<file path="src/rtl/nprt_pkg.sv">
package nprt_pkg;

    // Watch state of the active request
    typedef enum logic [1:0] {
        ST_IDLE = 2'd0,
        ST_WAIT = 2'd1,
        ST_GAP  = 2'd2
    } nprt_state_e;

endpackage

</file>
<file path="src/rtl/nprt_presc.sv">
module nprt_presc #(
    parameter int DIV = 8
) (
    input  logic clk,
    input  logic rst_n,
    output logic tick
);
    localparam int PW = (DIV > 1) ? $clog2(DIV) : 1;

    logic [PW-1:0] pre_d, pre_q;

    always_comb begin
        if (pre_q == PW'(DIV - 1)) pre_d = '0;
        else                       pre_d = pre_q + 1'b1;
    end

    always_ff @(posedge clk or negedge rst_n) begin
        if (!rst_n) pre_q <= '0;
        else        pre_q <= pre_d;
    end

    assign tick = (pre_q == PW'(DIV - 1));

    AST_TICK_SPACED: assert property (@(posedge clk) disable iff (!rst_n)
        tick |=> !tick);

endmodule

</file>
<file path="src/rtl/nprt_tmr.sv">
module nprt_tmr #(
    parameter int W = 24
) (
    input  logic         clk,
    input  logic         rst_n,
    input  logic         load,
    input  logic [W-1:0] load_val,
    input  logic         run,
    input  logic         tick,
    output logic         expire
);
    logic [W-1:0] cnt_d, cnt_q;

    always_comb begin
        cnt_d = cnt_q;
        if (load)                             cnt_d = load_val;
        else if (run && tick && cnt_q != '0)  cnt_d = cnt_q - 1'b1;
    end

    always_ff @(posedge clk or negedge rst_n) begin
        if (!rst_n) cnt_q <= '0;
        else        cnt_q <= cnt_d;
    end

    // A zero count is a reserved value: it never reaches the expiry point
    assign expire = run && tick && (cnt_q == W'(1));

    AST_ZERO_COUNT_HOLDS: assert property (@(posedge clk) disable iff (!rst_n)
        (!load && cnt_q == '0) |=> (cnt_q == '0));

endmodule

</file>
<file path="src/rtl/nprt_regs.sv">
module nprt_regs #(
    parameter int               REG_W   = 32,
    parameter int               CPL_W   = 24,
    parameter int               RTY_W   = 28,
    parameter logic [REG_W-1:0] CPL_RST = 32'h0010_FFFF,
    parameter logic [REG_W-1:0] RTY_RST = 32'h0400_FFFF
) (
    input  logic             clk,
    input  logic             rst_n,
    input  logic             wr,
    input  logic             sel,
    input  logic [REG_W-1:0] wdata,
    output logic [REG_W-1:0] rdata,
    output logic             cpl_dis,
    output logic [CPL_W-1:0] cpl_cnt,
    output logic             rty_dis,
    output logic [RTY_W-1:0] rty_cnt
);
    typedef struct packed {
        logic             cpl_dis;
        logic [CPL_W-1:0] cpl_cnt;
        logic             rty_dis;
        logic [RTY_W-1:0] rty_cnt;
    } regs_t;

    localparam regs_t RST_VAL = '{
        cpl_dis: CPL_RST[REG_W-1],
        cpl_cnt: CPL_RST[CPL_W-1:0],
        rty_dis: RTY_RST[REG_W-1],
        rty_cnt: RTY_RST[RTY_W-1:0]
    };

    regs_t regs_d, regs_q;

    always_comb begin
        regs_d = regs_q;
        if (wr) begin
            if (sel) begin
                regs_d.rty_dis = wdata[REG_W-1];
                regs_d.rty_cnt = wdata[RTY_W-1:0];
            end else begin
                regs_d.cpl_dis = wdata[REG_W-1];
                regs_d.cpl_cnt = wdata[CPL_W-1:0];
            end
        end
    end

    always_ff @(posedge clk or negedge rst_n) begin
        if (!rst_n) regs_q <= RST_VAL;
        else        regs_q <= regs_d;
    end

    always_comb begin
        rdata = '0;
        if (sel) begin
            rdata[RTY_W-1:0] = regs_q.rty_cnt;
            rdata[REG_W-1]   = regs_q.rty_dis;
        end else begin
            rdata[CPL_W-1:0] = regs_q.cpl_cnt;
            rdata[REG_W-1]   = regs_q.cpl_dis;
        end
    end

    assign cpl_dis = regs_q.cpl_dis;
    assign cpl_cnt = regs_q.cpl_cnt;
    assign rty_dis = regs_q.rty_dis;
    assign rty_cnt = regs_q.rty_cnt;

    AST_RSVD_CPL_ZERO: assert property (@(posedge clk) disable iff (!rst_n)
        !sel |-> (rdata[REG_W-2:CPL_W] == '0));
    AST_RSVD_RTY_ZERO: assert property (@(posedge clk) disable iff (!rst_n)
        sel |-> (rdata[REG_W-2:RTY_W] == '0));

endmodule

</file>
<file path="src/rtl/npr_timeout_ctrl.sv">
module npr_timeout_ctrl
    import nprt_pkg::*;
#(
    parameter int          REG_W       = 32,
    parameter int          CPL_W       = 24,
    parameter int          RTY_W       = 28,
    parameter int          TICK_DIV    = 8,
    parameter int          REISSUE_GAP = 5,
    parameter logic [31:0] CPL_RST     = 32'h0010_FFFF,
    parameter logic [31:0] RTY_RST     = 32'h0400_FFFF
) (
    input  logic             clk,
    input  logic             rst_n,
    input  logic             req_issue,
    input  logic             req_is_cfg,
    input  logic             cpl_rcvd,
    input  logic             crs_rcvd,
    input  logic             reg_wr,
    input  logic             reg_sel,
    input  logic [REG_W-1:0] reg_wdata,
    output logic [REG_W-1:0] reg_rdata,
    output logic             busy,
    output logic             reissue,
    output logic             tmo_err,
    output logic             done,
    output logic             aborted
);
    localparam int GW = $clog2(REISSUE_GAP + 1);

    typedef struct packed {
        nprt_state_e      state;
        logic             cfg;
        logic             cpl_en;
        logic             rty_en;
        logic             rty_run;
        logic [CPL_W-1:0] cpl_snap;
        logic             done;
        logic             aborted;
        logic             err;
        logic             reissue;
    } ctl_t;

    ctl_t ctl_d, ctl_q;

    logic             tick;
    logic             cfg_cpl_dis, cfg_rty_dis;
    logic [CPL_W-1:0] cfg_cpl_cnt;
    logic [RTY_W-1:0] cfg_rty_cnt;
    logic             cpl_exp, rty_exp, gap_exp;
    logic             accept, go_gap, do_reissue, finish, fin_abort;

    nprt_presc #(.DIV(TICK_DIV)) u_presc (
        .clk   (clk),
        .rst_n (rst_n),
        .tick  (tick)
    );

    nprt_regs #(
        .REG_W   (REG_W),
        .CPL_W   (CPL_W),
        .RTY_W   (RTY_W),
        .CPL_RST (CPL_RST[REG_W-1:0]),
        .RTY_RST (RTY_RST[REG_W-1:0])
    ) u_regs (
        .clk     (clk),
        .rst_n   (rst_n),
        .wr      (reg_wr),
        .sel     (reg_sel),
        .wdata   (reg_wdata),
        .rdata   (reg_rdata),
        .cpl_dis (cfg_cpl_dis),
        .cpl_cnt (cfg_cpl_cnt),
        .rty_dis (cfg_rty_dis),
        .rty_cnt (cfg_rty_cnt)
    );

    // Response timer: loaded at acceptance and again at every reissue
    nprt_tmr #(.W(CPL_W)) u_cpl_tmr (
        .clk      (clk),
        .rst_n    (rst_n),
        .load     (accept | do_reissue),
        .load_val (accept ? cfg_cpl_cnt : ctl_q.cpl_snap),
        .run      ((ctl_q.state == ST_WAIT) && ctl_q.cpl_en),
        .tick     (tick),
        .expire   (cpl_exp)
    );

    // Retry window: loaded at acceptance, counts once the first CRS arrives
    nprt_tmr #(.W(RTY_W)) u_rty_tmr (
        .clk      (clk),
        .rst_n    (rst_n),
        .load     (accept),
        .load_val (cfg_rty_cnt),
        .run      (ctl_q.rty_run),
        .tick     (tick),
        .expire   (rty_exp)
    );

    // Spacing between a CRS and the reissue it triggers
    nprt_tmr #(.W(GW)) u_gap_tmr (
        .clk      (clk),
        .rst_n    (rst_n),
        .load     (go_gap),
        .load_val (GW'(REISSUE_GAP)),
        .run      (ctl_q.state == ST_GAP),
        .tick     (tick),
        .expire   (gap_exp)
    );

    always_comb begin
        ctl_d         = ctl_q;
        ctl_d.done    = 1'b0;
        ctl_d.aborted = 1'b0;
        ctl_d.err     = 1'b0;
        ctl_d.reissue = 1'b0;
        accept        = 1'b0;
        go_gap        = 1'b0;
        do_reissue    = 1'b0;
        finish        = 1'b0;
        fin_abort     = 1'b0;

        case (ctl_q.state)
            ST_IDLE: begin
                if (req_issue) begin
                    accept         = 1'b1;
                    ctl_d.state    = ST_WAIT;
                    ctl_d.cfg      = req_is_cfg;
                    ctl_d.cpl_en   = !cfg_cpl_dis;
                    ctl_d.rty_en   = !cfg_rty_dis;
                    ctl_d.rty_run  = 1'b0;
                    ctl_d.cpl_snap = cfg_cpl_cnt;
                end
            end
            ST_WAIT: begin
                if (cpl_rcvd) begin
                    finish = 1'b1;
                end else if (rty_exp || cpl_exp) begin
                    finish    = 1'b1;
                    fin_abort = 1'b1;
                end else if (crs_rcvd) begin
                    if (ctl_q.cfg && ctl_q.rty_en) begin
                        go_gap        = 1'b1;
                        ctl_d.state   = ST_GAP;
                        ctl_d.rty_run = 1'b1;
                    end else begin
                        finish    = 1'b1;
                        fin_abort = 1'b1;
                    end
                end
            end
            ST_GAP: begin
                if (cpl_rcvd) begin
                    finish = 1'b1;
                end else if (rty_exp) begin
                    finish    = 1'b1;
                    fin_abort = 1'b1;
                end else if (gap_exp) begin
                    do_reissue    = 1'b1;
                    ctl_d.reissue = 1'b1;
                    ctl_d.state   = ST_WAIT;
                end
            end
            default: ctl_d.state = ST_IDLE;
        endcase

        if (finish) begin
            ctl_d.state   = ST_IDLE;
            ctl_d.done    = 1'b1;
            ctl_d.aborted = fin_abort;
            ctl_d.err     = fin_abort;
            ctl_d.rty_run = 1'b0;
        end
    end

    always_ff @(posedge clk or negedge rst_n) begin
        if (!rst_n) ctl_q <= '{state: ST_IDLE, cpl_snap: '0, default: 1'b0};
        else        ctl_q <= ctl_d;
    end

    assign busy    = (ctl_q.state != ST_IDLE);
    assign reissue = ctl_q.reissue;
    assign tmo_err = ctl_q.err;
    assign done    = ctl_q.done;
    assign aborted = ctl_q.aborted;

    AST_DONE_SINGLE: assert property (@(posedge clk) disable iff (!rst_n)
        done |=> !done);
    AST_ERR_MEANS_ABORT: assert property (@(posedge clk) disable iff (!rst_n)
        tmo_err |-> (done && aborted));
    AST_DONE_RELEASES: assert property (@(posedge clk) disable iff (!rst_n)
        done |-> !busy);
    AST_REISSUE_CFG_ONLY: assert property (@(posedge clk) disable iff (!rst_n)
        reissue |-> (ctl_q.cfg && ctl_q.rty_en));
    AST_REISSUE_STAYS_BUSY: assert property (@(posedge clk) disable iff (!rst_n)
        reissue |-> (busy && !done));

endmodule

</file>
<file path="config.mk">
export PLATFORM = sky130hd
export DESIGN_NAME = npr_timeout_ctrl
export DESIGN_NICKNAME = d
export VERILOG_FILES = /design/src/rtl/nprt_pkg.sv /design/src/rtl/nprt_presc.sv /design/src/rtl/nprt_tmr.sv /design/src/rtl/nprt_regs.sv /design/src/rtl/npr_timeout_ctrl.sv
export SDC_FILE = /design/constraint.sdc
export NUM_CORES = 1
export LEC_CHECK = 0
export BUFFER_PORTS_ARGS = -buffer_cell sky130_fd_sc_hd__buf_2
export CORE_MARGIN = 3
export CORE_UTILIZATION = 45
export CTS_CLUSTER_SIZE = 14
export DETAILED_ROUTE_END_ITERATION = 8
export GPL_TIMING_DRIVEN = 1
export PLACE_DENSITY = 0.71
export SETUP_SLACK_MARGIN = 0.15
export SLEW_MARGIN = 40
export SYNTH_ARGS = -nofsm -noshare
export SYNTH_HDL_FRONTEND = slang
export SYNTH_SLANG_ARGS = --single-unit
export TNS_END_PERCENT = 10
</file>
<file path="constraint.sdc">
create_clock -name clk -period 6.4 [get_ports clk]
set_input_delay 1.28 -clock clk [delete_from_list [all_inputs] [get_ports clk]]
set_output_delay 1.28 -clock clk [all_outputs]
set_load 0.01 [all_outputs]
</file>
==> run metrics <==
Clock Skews about 0.010 ns; Slew HR 47.5%; number of iterations in the first detailed-routing pass 4; Via density 5.33; commonest cells after routing, fill and taps aside 111 x dfrtp_1, 109 x nand2_1, 80 x mux2_2; clk root buf clkbuf_16; Clk pwr share between 20 and 30%; Final min period 3.76 ns; worst path bufs/invs 2; clock slew at reported path FFs 0.06 ns; DRC 0; largest incremental delay on the critical path 0.60 ns; gpl congestion 0.810; final core occ 53.6%; flop2flop setup slack 3.40 ns; Crit path required time 5.12 ns; run status completed; Layout area overhead 15.1%; sw power 1140 µW; Slew @ Worst Pin a little under 0.8 ns; Setup crit end kind primary output; Crit Path Class input port to primary output; switching part of the total approximately 33%; Filler Cell Count 1332; IO Pins 77; Yosys cell types 56; setup tns final 0 ns; DR iter-0 viols 280; gr ovfl total 0; P per Cell Area 414 nW/µm²; synthesized cell area slightly above 7000 µm²; Mapped Cells 638; Hold Vio Cnt, Final 0; H-tree depth 4; post-cts resize count 0; worst min-delay path class flip-flop to flip-flop; CTS tree yes; clk buf depth 2; R2R Path Start u_presc.pre_q[0]; Final period util 58.7%; YS warnings 0; postcts setup bufs 0; hold depth 1; RSZ-0062 raised after global routing no; die area 17500 µm²; Critical Path AT approximately 2.5 ns; crit-path cells buf_2 -> mux2_2 -> buf_2; register bit total from synthesis between 100 and 150; slowest CP cell buf_2; Die Ht 132 µm; initial antenna violation count 0; f_max 266 MHz; most common cell after layout, fill and taps aside dfrtp_1; Reg2Reg Depth 9; worst reg2reg path endpoint u_cpl_tmr.cnt_q[2]; Max Cap Viol 0; number of setup violations in the final report 0; Pins Over Slew Limit 0; gr usage total between 15 and 20%; Combinational Power Share 29.2%; share of cells above drive strength 1 a little over a third; Reg power frac between 40% and 50%; row count 45; Hold Crit Start u_presc.pre_q[0]; EDFF count, synth 0; Antenna Nets Post-Route 0; clock latency on the worst-skew pair 0.43 ns; FFs w/ async S/R, synth 100%; final wirelength 15.6 mm; ant diodes 0; Core Area 15400 µm²; cell family with most CP delay buffers and inverters; Hold Path Sink u_presc.pre_q[0]; Nets approximately 760; via count slightly below 5000; Die X between 100 and 150 µm; crit-path max FO 31; leakage power around 0.0037 µW; first-pass GRT wire length 25.7 mm; Post-CTS Hold Buffers 0; wire per inst 16.8 µm; vias in the first global route 4974; leading register cell type out of synthesis dfrtp_1; Num CTS Buffers 17; post-synthesis sequential area ratio 51.3%; Internal between 2000 and 2500 µW; syn avg cell area around 11 µm²; port bufs 70; crit start category input port; Max rail drop VDD between 0.2 and 0.25 mV; TritonCTS Sinks 145; Initial Util 46.6%; dpl hpwl 10.5 mm; Crit. path cell count 3; critical path's most frequent cell buf_2; largest net degree at the start of global routing 85
## final cells by class
cell class	count	area (µm²)	share of cell area, %
inverters	14	52.6	0.637
repair buffers	75	400	4.86
clock buffers	18	439	5.33
multi-input cells	450	3300	40.0
well taps	211	264	3.20
flip-flops and latches	145	3670	44.5
clock inverters	14	116	1.41
## per-layer routing
layer,global-route usage (%),routed length (µm),vias to the layer above
met4,7.23,352,0
met3,4.47,827,25
li1,-,-,2336
met2,27.7,6890,141
met1,26.0,7510,2438
met5,0,0,-
## worst max path at each step
stage	startpoint	end	slack (ns)
after global placement	reg_sel	reg_rdata[18]	2.67
after CTS	reg_sel	reg_rdata[6]	2.65
after floorplan	reg_sel	reg_rdata[17]	2.82
after detailed placement	reg_sel	reg_rdata[6]	2.65
final	reg_sel	reg_rdata[6]	2.64
after global routing	reg_sel	reg_rdata[6]	2.61
## cell usage after synthesis (2+ instances only)
| master | number | share of area, % |
|---|---|---|
| xor2_1 | 21 | 2.6 |
| mux2_2 | 80 | 13 |
| nor4_1 | 15 | 1.3 |
| nand4b_1 | 2 | 0.24 |
| nand2_1 | 109 | 5.7 |
| nand3_1 | 7 | 0.49 |
| nor3_1 | 19 | 1.3 |
| nand2b_1 | 3 | 0.26 |
| nand3_2 | 2 | 0.28 |
| o21bai_1 | 2 | 0.21 |
| dfrtp_1 | 111 | 39 |
| dfstp_2 | 34 | 12 |
| mux2_1 | 4 | 0.63 |
| nor2_1 | 32 | 1.7 |
| inv_1 | 14 | 0.73 |
| or4_4 | 2 | 0.31 |
| nand3b_1 | 3 | 0.31 |
| a31oi_1 | 4 | 0.35 |
| o21ai_1 | 19 | 1.3 |
| mux2_4 | 20 | 4.2 |
| or2_2 | 2 | 0.17 |
| a21oi_1 | 7 | 0.49 |
| or3_1 | 8 | 0.70 |
| xnor2_1 | 26 | 3.2 |
| or4_1 | 6 | 0.63 |
| o21ai_0 | 7 | 0.49 |
| and2_1 | 8 | 0.70 |
| clkbuf_1 | 17 | 0.89 |
| o31a_1 | 2 | 0.24 |
| nand4_1 | 2 | 0.17 |
| ha_1 | 14 | 2.4 |
| buf_6 | 4 | 0.63 |
| buf_4 | 4 | 0.42 |
| nor2b_1 | 2 | 0.17 |
| buf_1 | 5 | 0.26 |
## registers in the layout, summed over array words and instances, names as in the netlist
register / count
ctl_q: 30
u_regs.rty_cnt: 28
u_rty_tmr.cnt_q: 28
u_cpl_tmr.cnt_q: 24
u_regs.cpl_cnt: 24
u_gap_tmr.cnt_q: 3
u_presc.pre_q: 3
aborted: 1
done: 1
reissue: 1
u_regs.cpl_dis: 1
u_regs.rty_dis: 1
## worst reg2reg max path, cell delays in order (launching register included)
cell	delay, ns
dfrtp_1	0.38
ha_1	0.20
ha_1	0.29
nand4b_1	0.15
nor4_1	0.05
and3_2	0.26
or2_2	0.32
nor4b_2	0.36
nand2b_4	0.49
mux2_1	0.39
## through the flow
step                      total power, µW  hold WS [ns]  std cells  worst slack [ns]  area (µm²)
after floorplan                      2210         0.403        640              2.82        7170
after global routing                 3620         0.457        927              2.61        8240
final                                3410         0.441        927              2.64        8240
after detailed placement             2480         0.437        895              2.65        7680
after CTS                            3420         0.445        927              2.65        8230
after global placement               2430         0.414        895              2.67        7670
## power by group through the flow
stage | combinational, µW | clock [µW] | sequential [µW]
after floorplan | 778 | 0 | 1430
after global routing | 1110 | 983 | 1520
after CTS | 1000 | 941 | 1480
final | 994 | 930 | 1480
after global placement | 954 | 0 | 1470
after detailed placement | 990 | 0 | 1490
## kinds of logic (layout without fill, tap and decap cells)
| kind of cell | count (synthesis) | after routing | synth area share [%] |
|---|---|---|---|
| buffers and inverters | 45 | 121 | 3.00 |
| XOR/XNOR | 47 | 47 | 5.75 |
| multiplexers | 104 | 104 | 17.4 |
| other | 1 | 3 | 0.0524 |
| flip-flops | 145 | 145 | 51.3 |
| adder cells (fa/ha/maj) | 14 | 14 | 2.45 |
| AND/OR/NAND/NOR | 230 | 230 | 15.7 |
| AO/OA/AOI/OAI | 52 | 52 | 4.40 |
Power figures use the tool's default switching activity.
